**src/rtl/apg_pkg.sv**
```systemverilog
package apg_pkg;
    parameter int ADDR_W   = 20;
    parameter int PITCH_W  = 11;
    parameter int HEIGHT_W = 10;
    parameter int HUNIT_W  = 8;
    parameter int DEPTH_W  = 3;
    parameter int REG_AW   = 8;
    parameter int NUM_OUT  = 2;
    // a line can hold 256 units of 8 words
    parameter int COL_W    = HUNIT_W + 4;

    parameter logic [REG_AW-1:0] OFS_MODE  = 8'h00;
    parameter logic [3:0]        OUT_BASE0 = 4'h1;
    parameter logic [3:0]        F_DEPTH   = 4'h0;
    parameter logic [3:0]        F_HUNITS  = 4'h1;
    parameter logic [3:0]        F_VLO     = 4'h2;
    parameter logic [3:0]        F_VHI     = 4'h3;
    parameter logic [3:0]        F_PLO     = 4'h4;
    parameter logic [3:0]        F_PHI     = 4'h5;
    parameter logic [3:0]        F_S0      = 4'h6;
    parameter logic [3:0]        F_S1      = 4'h7;
    parameter logic [3:0]        F_S2      = 4'h8;

    parameter logic [DEPTH_W-1:0] DEPTH_4  = 3'd2;
    parameter logic [DEPTH_W-1:0] DEPTH_8  = 3'd3;
    parameter logic [DEPTH_W-1:0] DEPTH_16 = 3'd5;

    typedef struct packed {
        logic [DEPTH_W-1:0]  depth;
        logic [HUNIT_W-1:0]  hunits;
        logic [HEIGHT_W-1:0] vlines;
        logic [PITCH_W-1:0]  pitch;
        logic [ADDR_W-1:0]   start;
    } out_cfg_t;
endpackage

```
**src/rtl/apg_regs.sv**
```systemverilog
module apg_regs
    import apg_pkg::*;
(
    input  logic              clk,
    input  logic              rst_n,
    input  logic              wr_en,
    input  logic [REG_AW-1:0] wr_addr,
    input  logic [7:0]        wr_data,
    output logic [1:0]        mode,
    output out_cfg_t [NUM_OUT-1:0] cfg
);
    typedef struct packed {
        logic [1:0]              mode;
        out_cfg_t [NUM_OUT-1:0]  cfg;
    } regs_t;

    regs_t r_d, r_q;

    always_comb begin
        r_d = r_q;
        if (wr_en) begin
            if (wr_addr == OFS_MODE) r_d.mode = wr_data[1:0];
            for (int o = 0; o < NUM_OUT; o++) begin
                if (wr_addr[7:4] == OUT_BASE0 + 4'(o)) begin
                    case (wr_addr[3:0])
                        F_DEPTH:  r_d.cfg[o].depth        = wr_data[DEPTH_W-1:0];
                        F_HUNITS: r_d.cfg[o].hunits       = wr_data;
                        F_VLO:    r_d.cfg[o].vlines[7:0]  = wr_data;
                        F_VHI:    r_d.cfg[o].vlines[9:8]  = wr_data[1:0];
                        F_PLO:    r_d.cfg[o].pitch[7:0]   = wr_data;
                        F_PHI:    r_d.cfg[o].pitch[10:8]  = wr_data[2:0];
                        F_S0:     r_d.cfg[o].start[7:0]   = wr_data;
                        F_S1:     r_d.cfg[o].start[15:8]  = wr_data;
                        F_S2:     r_d.cfg[o].start[19:16] = wr_data[3:0];
                        default: ;
                    endcase
                end
            end
        end
    end

    always_ff @(posedge clk or negedge rst_n) begin
        if (!rst_n) r_q <= '0;
        else        r_q <= r_d;
    end

    assign mode = r_q.mode;
    assign cfg  = r_q.cfg;

    p_mode_write_r2: assert property (@(posedge clk) disable iff (!rst_n)
        (wr_en && wr_addr == OFS_MODE) |=> (mode == $past(wr_data[1:0])));
endmodule

```
**src/rtl/apg_select.sv**
```systemverilog
module apg_select
    import apg_pkg::*;
(
    input  logic [1:0]             mode,
    input  out_cfg_t [NUM_OUT-1:0] cfg,
    output logic                   active,
    output out_cfg_t               sel_cfg,
    output logic [COL_W-1:0]       words_per_line
);
    logic [1:0]       shift;
    logic             depth_ok;
    logic [COL_W-1:0] units;

    always_comb begin
        // panel path wins when its enable is set
        sel_cfg = mode[0] ? cfg[0] : cfg[1];
        depth_ok = 1'b1;
        case (sel_cfg.depth)
            DEPTH_4:  shift = 2'd1;
            DEPTH_8:  shift = 2'd2;
            DEPTH_16: shift = 2'd3;
            default: begin
                shift    = 2'd0;
                depth_ok = 1'b0;
            end
        endcase
        units          = COL_W'(sel_cfg.hunits) + COL_W'(1);
        words_per_line = units << shift;
        active         = (mode != 2'b00) && depth_ok;
    end
endmodule

```
**src/rtl/apg_seq.sv**
```systemverilog
module apg_seq
    import apg_pkg::*;
(
    input  logic              clk,
    input  logic              rst_n,
    input  logic              active,
    input  out_cfg_t          sel_cfg,
    input  logic [COL_W-1:0]  words_per_line,
    input  logic              fetch_ready,
    output logic              fetch_valid,
    output logic [ADDR_W-1:0] fetch_addr,
    output logic              line_end,
    output logic              frame_end
);
    typedef struct packed {
        logic                run;
        logic [ADDR_W-1:0]   line;
        logic [COL_W-1:0]    col;
        logic [COL_W-1:0]    col_last;
        logic [HEIGHT_W-1:0] row;
        logic [HEIGHT_W-1:0] row_last;
        logic [PITCH_W-1:0]  pitch;
    } seq_t;

    seq_t s_d, s_q;

    always_comb begin
        s_d = s_q;
        if (!s_q.run) begin
            if (active) begin
                s_d.run      = 1'b1;
                s_d.line     = sel_cfg.start;
                s_d.col      = '0;
                s_d.row      = '0;
                s_d.col_last = words_per_line - COL_W'(1);
                s_d.row_last = sel_cfg.vlines;
                s_d.pitch    = sel_cfg.pitch;
            end
        end else if (fetch_ready) begin
            if (s_q.col == s_q.col_last) begin
                s_d.col = '0;
                if (s_q.row == s_q.row_last) begin
                    s_d.run = 1'b0;
                end else begin
                    s_d.row  = s_q.row + HEIGHT_W'(1);
                    s_d.line = s_q.line + ADDR_W'(s_q.pitch);
                end
            end else begin
                s_d.col = s_q.col + COL_W'(1);
            end
        end
    end

    always_ff @(posedge clk or negedge rst_n) begin
        if (!rst_n) s_q <= '0;
        else        s_q <= s_d;
    end

    assign fetch_valid = s_q.run;
    assign fetch_addr  = s_q.line + ADDR_W'(s_q.col);
    assign line_end    = s_q.run && (s_q.col == s_q.col_last);
    assign frame_end   = line_end && (s_q.row == s_q.row_last);

    p_start_needs_active_r2: assert property (@(posedge clk) disable iff (!rst_n)
        $rose(fetch_valid) |-> $past(active));
    p_hold_on_stall_r10: assert property (@(posedge clk) disable iff (!rst_n)
        (fetch_valid && !fetch_ready) |=>
            (fetch_valid && $stable(fetch_addr) && $stable(line_end) && $stable(frame_end)));
    p_eof_on_eol_r11: assert property (@(posedge clk) disable iff (!rst_n)
        frame_end |-> line_end);
    p_gap_after_eof_r11: assert property (@(posedge clk) disable iff (!rst_n)
        (fetch_valid && fetch_ready && frame_end) |=> !fetch_valid);
    p_pitch_frozen_r8: assert property (@(posedge clk) disable iff (!rst_n)
        (fetch_valid && $past(fetch_valid)) |-> $stable(s_q.pitch));
    p_line_step_r6: assert property (@(posedge clk) disable iff (!rst_n)
        (fetch_valid && fetch_ready && line_end && !frame_end) |=>
            (fetch_addr == $past(s_q.line) + ADDR_W'($past(s_q.pitch))));
endmodule

```
**src/rtl/refresh_addr_gen.sv**
```systemverilog
module refresh_addr_gen
    import apg_pkg::*;
(
    input  logic              clk,
    input  logic              rst_n,
    input  logic              reg_wr_en,
    input  logic [REG_AW-1:0] reg_wr_addr,
    input  logic [7:0]        reg_wr_data,
    input  logic              fetch_ready,
    output logic              fetch_valid,
    output logic [ADDR_W-1:0] fetch_addr,
    output logic              line_end,
    output logic              frame_end
);
    logic [1:0]             mode;
    out_cfg_t [NUM_OUT-1:0] cfg;
    logic                   active;
    out_cfg_t               sel_cfg;
    logic [COL_W-1:0]       words_per_line;

    apg_regs u_regs (
        .clk     (clk),
        .rst_n   (rst_n),
        .wr_en   (reg_wr_en),
        .wr_addr (reg_wr_addr),
        .wr_data (reg_wr_data),
        .mode    (mode),
        .cfg     (cfg)
    );

    apg_select u_sel (
        .mode           (mode),
        .cfg            (cfg),
        .active         (active),
        .sel_cfg        (sel_cfg),
        .words_per_line (words_per_line)
    );

    apg_seq u_seq (
        .clk            (clk),
        .rst_n          (rst_n),
        .active         (active),
        .sel_cfg        (sel_cfg),
        .words_per_line (words_per_line),
        .fetch_ready    (fetch_ready),
        .fetch_valid    (fetch_valid),
        .fetch_addr     (fetch_addr),
        .line_end       (line_end),
        .frame_end      (frame_end)
    );
endmodule

```
**config.mk**
```make
export PLATFORM = sky130hd
export DESIGN_NAME = refresh_addr_gen
export DESIGN_NICKNAME = d
export VERILOG_FILES = /design/src/rtl/apg_pkg.sv /design/src/rtl/apg_regs.sv /design/src/rtl/apg_select.sv /design/src/rtl/apg_seq.sv /design/src/rtl/refresh_addr_gen.sv
export SDC_FILE = /design/constraint.sdc
export NUM_CORES = 1
export LEC_CHECK = 0
export BUFFER_PORTS_ARGS = -buffer_cell sky130_fd_sc_hd__buf_2
export CAP_MARGIN = 20
export CORE_ASPECT_RATIO = 2
export CORE_MARGIN = 5
export CORE_UTILIZATION = 56
export CTS_BUF_LIST = sky130_fd_sc_hd__clkbuf_8
export DETAILED_ROUTE_END_ITERATION = 7
export PLACE_DENSITY = 0.73
export SYNTH_ARGS = -nofsm -noshare
export SYNTH_HDL_FRONTEND = slang
export SYNTH_SLANG_ARGS = --single-unit
export TNS_END_PERCENT = 100
```
**constraint.sdc**
```tcl
create_clock -name clk -period 4.8 [get_ports clk]
set_input_delay 0.24 -clock clk [delete_from_list [all_inputs] [get_ports clk]]
set_output_delay 0.24 -clock clk [all_outputs]
set_load 0.005 [all_outputs]
```
Yosys cells after proc, flatten, opt, wreduce, memory -nomap -nowiden

Cells that the tools add are included.

Bits in registers: 182
Output and inout port bits: 23
Input bits: 20
Logic and storage cells: 96

$add $sub $neg: 6
Mux-type cells: 14
Reduce and logical (&&, ||, !) cells: 30
Shift-type cells: 1
Bitwise operators: 1
Eq/ne operators: 18

Operator list:

| operator                                            | number |
|---|---|
| two-way mux 76 bit                                  | 1 |
| two-way mux 33 bit                                  | 2 |
| AND reduction 3 bit                                 | 18 |
| two-way mux 52 bit                                  | 1 |
| two-way mux 10 bit                                  | 4 |
| two-way mux 21 bit                                  | 1 |
| adder 20 x 11 -> 20 bit                             | 1 |
| adder 20 x 12 -> 20 bit                             | 1 |
| two-way mux 20 bit                                  | 1 |
| equality test 4 x 3 -> 1 bit, second input constant | 4 |
| adder 12 x 1 -> 12 bit, second input constant       | 1 |
| equality test 12 bit                                | 1 |
| equality test 4 x 2 -> 1 bit, second input constant | 3 |
| two-way mux 12 bit                                  | 1 |
| << shifter 12 x 2 -> 12 bit                         | 1 |
| subtractor 12 x 1 -> 12 bit, second input constant  | 1 |
| adder 10 x 1 -> 10 bit, second input constant       | 1 |
| equality test 10 bit                                | 1 |
| adder 8 x 1 -> 9 bit, second input constant         | 1 |
| equality test 4 x 1 -> 1 bit, second input constant | 2 |
| zero test 8 bit                                     | 1 |
| equality test 3 x 2 -> 1 bit, second input constant | 2 |
| inequality test 2 bit, second input constant        | 3 |
| case mux 2 bit (3 select lines)                     | 1 |
| other kinds (10)                                    | 16 |

Longest topological paths before layout

Gate-level depths: netlist (run 1).

Word-level depth: 7
Mapped depth: 16
Mapped depth without buffers: 12

Hierarchy

From an unflattened synthesis (run 1), not the netlist that was laid out.

Cells, all modules: 950
Area, all modules: 10,253.6 um^2

Modules (own cells, without submodules):

| module     | times used | seq. area each (um^2) | cells an instance | area an instance (um^2) |
|---|---|---|---|---|
| apg_seq    | 1          | 1,901.8               | 558               | 4,823.4 |
| apg_regs   | 1          | 2,652.5               | 258               | 4,240.3 |
| apg_select | 1          | 0.0                   | 134               | 1,189.9 |

Worst setup path after synthesis (run 1)

OpenSTA, ideal clock, no wires.

Path kind: flip-flop to flip-flop
Start point: reg u_regs.r_q, in the netlist u_regs.mode[0]
End point: reg u_seq.s_q[42] (netlist bit)
Slack: 922 ps
Arrival: 3,809 ps
Stages on the path, launching flop included: 16
Path buffers: 5
Clock period less this slack: 3,878 ps
Path through: dfrtp_1 > buf_6 > buf_12 > buf_12 > clkbuf_1 > clkbuf_1 > mux2_2 > ha_1 > nand4b_1 > nand3_1 > and2_4 > mux4_2 > a21oi_4 > nand3_4 > or4_1 > nand3_1

Longest elaborated chain between the ends: 6
Elaborated cells between the ends (all ways): 13

RTL lines:

| what                                                                | line           | text |
|---|---|---|
| start: declaration                                                  | apg_regs.sv:17 | `regs_t r_d, r_q;` |
| start signal: assignment                                            | apg_regs.sv:44 | `else r_q <= r_d;` |
| branches (longest 6 deep; another with subtractor 12 x 1 -> 12 bit) | --             |  |
| end signal: assignment                                              | apg_seq.sv:55  | `if (!rst_n) s_q <= '0;` |
| end signal: assignment                                              | apg_seq.sv:56  | `else s_q <= s_d;` |
| end: declaration                                                    | apg_seq.sv:25  | `seq_t s_d, s_q;` |

Parallel ways; which one is timed is not known.
A chain may end at the register's enable or synchronous reset.

Worst setup path after layout (run 1)

Start point: reg u_seq.s_q[44] (netlist bit)
End point: out fetch_addr[17]

Longest elaborated chain between the ends: 1

RTL lines:

| what                    | line                   | text |
|---|---|---|
| adder 20 x 12 -> 20 bit | apg_seq.sv:60          | `assign fetch_addr = s_q.line + ADDR_W'(s_q.col);` |
| end: declaration        | refresh_addr_gen.sv:11 | `output logic [ADDR_W-1:0] fetch_addr,` |

Every way passes these cells.

==> results of run 1 <==
-- worst paths after layout --
kind	depth (start not counted)	slack (ns)	start	endpoint
setup / recovery	11	1.16	u_seq.s_q[44]$_DFFE_PN0P_	fetch_addr[17]
hold / removal	4	0.14	fetch_ready	u_seq.fetch_valid$_DFF_PN0_
setup reg to reg	11	1.17	u_regs.mode[0]$_DFFE_PN0P_	u_seq.s_q[42]$_DFFE_PN0P_
hold reg to reg	1	0.50	u_seq.s_q[31]$_DFFE_PN0P_	u_seq.s_q[31]$_DFFE_PN0P_
max in group asynchronous	3	3.38	rst_n	u_seq.s_q[31]$_DFFE_PN0P_
min in group asynchronous	2	0.37	rst_n	u_seq.s_q[24]$_DFFE_PN0P_
-- cells by family (layout without fill, tap and decap cells) --
family                     after synthesis  in the layout  synth area share, %
and+or+nand+nor                        277            277                 13.8
AOI/OAI and AO/OA                      188            188                 12.1
DFF                                    182            182                 45.0
muxes                                  157            157                 17.1
xor gates and xnor gates                65             65                 5.63
buffers and inverters                   56             99                 2.51
adders and majority gates               29             29                 3.74
-- cells in the final DEF (no fill, tap or decap), types with 28 or more instances in the layout --
master / n
nor2_1: 88
o21ai_0: 47
xor2_1: 28
nand3_1: 34
buf_2: 41
nand2_1: 62
xnor2_1: 37
a21oi_1: 57
mux2_2: 110
dfrtp_1: 181
mux2i_1: 45
-- synth_stat cells, types with 25 or more instances --
cell | instances | area, um^2
a21oi_1 | 57 | 285
clkbuf_1 | 25 | 93.8
o21ai_0 | 47 | 235
mux2_2 | 110 | 1240
ha_1 | 27 | 338
nor2_1 | 88 | 330
xor2_1 | 28 | 245
xnor2_1 | 37 | 324
nand3_1 | 34 | 170
mux2i_1 | 45 | 450
dfrtp_1 | 182 | 4550
nand2_1 | 62 | 233
-- metrics by stage --
stage / hold slack, ns / utilization, % / cell area, um^2
after floorplan: -0.0556 / - / 10100
after global placement: 0.354 / 58.9 / 10500
after detailed placement: 0.361 / 58.9 / 10500
after CTS: 0.114 / 61.6 / 11000
after global routing: 0.153 / 61.7 / 11000
final: 0.136 / 61.7 / 11000
-- tightest hold or removal path, stage by stage --
cell and delay, ns:
buf_2 0.15, nand3_1 0.08, nand2_1 0.05, nand2_1 0.05
-- flip-flops by register name, indices dropped and copies added, names as in the netlist --
name / count
u_regs.mode: 2
u_seq.fetch_valid: 1
u_regs.cfg: 104
u_seq.s_q: 75
-- routing by layer --
metal	part of all wire, %	wire [um]	vias up	track usage (%)
met2	54	12700	157	42.1
met4	3.2	752	0	9.72
met3	2.6	615	43	2.74
met1	40	9460	3642	27.6
li1	-	-	3487	-
met5	0	0	-	0
-- area by class of cell --
cell class | count | area share (%)
Multi-Input combinational cell | 716 | 48.4
Sequential cell | 182 | 41.5
Timing Repair Buffer | 54 | 2.86
Tap cell | 213 | 2.43
Clock buffer | 18 | 2.26
Clock inverter | 14 | 2.02
Inverter | 13 | 0.445
-- power groups by stage --
stage | registers [mW] | logic [mW] | clock network, mW
floorplan | 1.73 | 0.415 | 0
global placement | 1.77 | 0.577 | 0
detailed placement | 1.78 | 0.589 | 0
CTS | 1.75 | 0.594 | 1.23
global route | 1.76 | 0.662 | 1.29
finish | 1.75 | 0.590 | 1.21
-- timing repair --
action,in CTS,in global routing
hold buffers,1,0
gates resized for setup,0,0
hold endpoints to repair,88,0
==> impl_metrics.toml, run 1 <==
[status]
status = "completed"

[sta]
fin_ws_ns = 1.16
hold_viol = 0
drv_slew = 0
setup_viol_count_final = 0
rsz0062_at_grt = "false"
fin_crit_sh_pct = 75.8
min_period_ns = 3.64
setup_tns_ns = 0
clock_skew_ns = 0.0130
fmax_mhz = 275
worstMarginPinSlew_ns = 0.838
slew_headroom_pct = 43.6

[synth]
yosysSeqAreaShare_pct = 45.0
synth_edf_count = 0
syn_nets = 1003
ys.flop_type = "dfrtp_1"
ys_ff_latch = 182
yosys_warnings = 0
synth_area_um2 = 10100
synthArstFlopShare_pct = 100
synth_cell_types = 74
syn_inst = 954
syn_avg_cell_area_um2 = 10.6

[pwr]
power_density_nw_per_um2 = 324
power_mw = 3.55
p_int_mw = 2.54
netSwitchingPower_mw = 1.01
comb_power_share_pct = 16.6
sw_frac_of_total_pct = 28.5
ir_worst_vdd_v = 0.000175
p_leak_nw = 5.19
p_clk_share_pct = 34.1
seq_power_share_pct = 49.3

[clocking]
cts_max_level = 4
cts_buffers = 17
cts_setup_buffers = 0
clkSinkCount = 182
cts-root-buf = "clkbuf_8"
ctsLongestPathBuffers = 2
cts_tree = "done"
clk_pin_slew_ns = 0.10
clk_latency_ns = 0.47

[grt]
overflow = 0
grt_util_all_layers_pct = 23.2
antenna_found_initial = 0
grt_pass1_vias = 7386
grt_max_degree = 92
grt_pass1_wl_um = 38800

[floorplan]
core_region_area_um2 = 17800
rows = 69
start_util_pct = 56.9
die_h_um = 200
ioPinCount = 43
die_area_um2 = 21000
die_x_um = 105

[critical_path]
crit_chain = "ha_1 > a21o_1 > a21o_1 > a21oi_1 > o21ai_0 > a41oi_1 > a2111oi_0 > dlymetal6s2s_1 > o21ai_0 > xnor2_1 > buf_2"
worstSetupStartpointType = "register"
crit_family = "compound AO/OA/AOI/OAI gates"
worstPathArrival_ns = 3.40
crit_buf_inv = 2
endpoint_kind = "output port"
cpPeakStageDelay_ns = 0.56
cp_slowest_cell = "a2111oi_0"
crit_path_max_fanout = 7
cp_data_required_time_ns = 4.56
crit_type = "reg -> out"

[detailed_routing]
wirelength_um = 23500
drtIter0Drc = 298
drc = 0
via_per_inst = 6.06
vias = 7329
drtAntennaViolNets = 0
wl_per_cell_um = 19.4
dr.pass1.iters = 5

[placement]
dp_slack_ns = 1.23
dp_hpwl_um = 17400
gp_congestion = 0.894
dp.cells = 1175
port_buffers = 42

[finish]
area_growth_pct = 8.50
multi_input_area_um2 = 5320
fin_nets = 1033
layoutNonFillerInstCount = 1210
seq_area_um2 = 4560
diodes = 0
drive_gt1_share_pct = 21.8
nFillCells = 1513

[job]
drv_cap = 0

[min_path]
hold_class = "in -> reg"
Power figures use the tool's default switching activity.
==> inputs of run 2 (changes only) <==
- clock period: 4.8 -> 3.4 ns (I/O delays scaled with it)
==> impl_metrics.toml, run 2 (synthesis results as in run 1) <==
[placement]
dp_hpwl_um = 17800
gp_congestion = 0.867
port_buffers = 42

[grt]
grt_pass1_wl_um = 39500
antenna_found_initial = 0
grt_max_degree = 78
grt_util_all_layers_pct = 23.7
overflow = 0
grt_pass1_vias = 7634

[clocking]
clkSinkCount = 182
cts_buffers = 17
cts_tree = "done"
clk_latency_ns = 0.46
ctsLongestPathBuffers = 2
clk_pin_slew_ns = 0.10
cts-root-buf = "clkbuf_8"
cts_max_level = 4

[finish]
area_growth_pct = 8.97
final_cell_mix = "dfrtp_1 (179), mux2_2 (110), nor2_1 (88)"
multi_input_area_um2 = 5350
fin_nets = 1045
diodes = 0
seq_area_um2 = 4560
drive_gt1_share_pct = 23.3
final_common_cell = "dfrtp_1"
nFillCells = 1510
largest_reg_flops = 104

[sta]
hold_viol = 0
clock_skew_ns = 0.0178
drv_slew = 0
setup_viol_count_final = 0
rsz0062_at_grt = "false"
fin_crit_sh_pct = 94.3
min_period_ns = 3.21
worstMarginPinSlew_ns = 0.927
fmax_mhz = 312
setup_tns_ns = 0
slew_headroom_pct = 38.2

[critical_path]
crit_path_max_fanout = 5
reg2reg_slack_ns = 0.26
cp_data_required_time_ns = 3.23
endpoint_kind = "output port"
worstSetupStartpointType = "register"
crit_type = "reg -> out"
worstPathArrival_ns = 3.04

[detailed_routing]
drc = 0
drtIter0Drc = 366
wirelength_um = 23800
drtAntennaViolNets = 0
wl_per_cell_um = 19.4
via_per_inst = 6.06
vias = 7403
dr.pass1.iters = 4

[floorplan]
die_area_um2 = 21000
start_util_pct = 56.9
rows = 69
die_h_um = 200
core_region_area_um2 = 17800
ioPinCount = 43
die_x_um = 105

[pwr]
p_leak_nw = 5.20
power_mw = 4.79
power_density_nw_per_um2 = 434
ir_worst_vdd_v = 0.000222

[status]
status = "completed"

[job]
drv_cap = 0

[min_path]
hold_class = "in -> reg"
==> run 2: cell count changes in the layout (fill, tap and decap cells not counted), moves of 2 or more <==
| cell | before | now |
|---|---|---|
| clkbuf_8 | 18 | 21 |
| bufinv_16 | 5 | 1 |
| dfrtp_2 | 0 | 2 |
| dfrtp_1 | 181 | 179 |
| mux2i_1 | 45 | 43 |
| o21ai_0 | 47 | 45 |
| o21ai_1 | 0 | 2 |
| buf_4 | 10 | 22 |
| clkinv_4 | 2 | 0 |
| inv_1 | 13 | 16 |
| a41oi_1 | 2 | 0 |
| a41oi_2 | 0 | 2 |
| mux2i_2 | 0 | 2 |
==> run 2: final timing paths <==
check / startpoint / end / cells past startpoint
worst max-delay path: u_seq.s_q[43]$_DFFE_PN0P_ / fetch_addr[16] / 11
worst min-delay path: fetch_ready / u_seq.fetch_valid$_DFF_PN0_ / 4
worst max register to register: u_regs.mode[0]$_DFFE_PN0P_ / u_seq.s_q[42]$_DFFE_PN0P_ / 11
worst min register to register: u_seq.s_q[31]$_DFFE_PN0P_ / u_seq.s_q[31]$_DFFE_PN0P_ / 1
max in group asynchronous: rst_n / u_regs.cfg[33]$_DFFE_PN0P_ / 3
min in group asynchronous: rst_n / u_seq.s_q[65]$_DFFE_PN0P_ / 2
==> run 2: where the power goes <==
part	switching [mW]	internal [mW]
clock network	0.796	0.659
logic	0.478	0.377
registers	0.162	2.31
total	1.44	3.35
==> run 2: timing repair <==
item | in CTS | in global routing
gates resized for setup | 3 | 7
hold buffers | 1 | 0
hold endpoints to repair | 74 | 0
setup endpoints to repair | 4 | 10
pin swaps | 2 | 1
setup buffers | 0 | 2
==> run 2: area by class of cell <==
| cell class | count | share of cell area [%] |
|---|---|---|
| Multi-Input combinational cell | 716 | 48.5 |
| Sequential cell | 182 | 41.4 |
| Timing Repair Buffer | 66 | 3.74 |
| Clock buffer | 21 | 2.62 |
| Tap cell | 213 | 2.42 |
| Clock inverter | 11 | 0.886 |
| Inverter | 13 | 0.443 |
==> run 2: worst max-delay path, cell delays in order (launching register included) <==
cell and delay [ns]:
dfrtp_2 0.45, ha_1 0.24, fa_1 0.41, a21o_1 0.17, a21o_1 0.21, a21oi_2 0.17, o21ai_1 0.13, a41oi_2 0.19
a21o_1 0.23, nor2_1 0.08, xor2_1 0.15, buf_2 0.14
==> run 2: metrics by stage <==
step	util (%)	worst slack, ns	instance area (um^2)	hold WS [ns]	std cells
after floorplan	-	0.00328	10100	-0.126	954
after global placement	59.5	0.223	10600	0.234	1187
after detailed placement	59.5	0.162	10600	0.245	1187
after CTS	61.8	0.00333	11000	0.0309	1220
after global routing	62.0	0.0109	11000	0.0586	1222
final	62.0	0.195	11000	0.0528	1222
==> run 2: per-layer routing <==
| layer | vias to the layer above | share of wire [%] | GRT usage [%] |
|---|---|---|---|
| met5 | - | 0 | 0 |
| met4 | 0 | 4.9 | 12.7 |
| met3 | 62 | 2.5 | 3.28 |
| met2 | 137 | 54 | 43.1 |
| met1 | 3683 | 39 | 26.9 |
| li1 | 3521 | - | - |
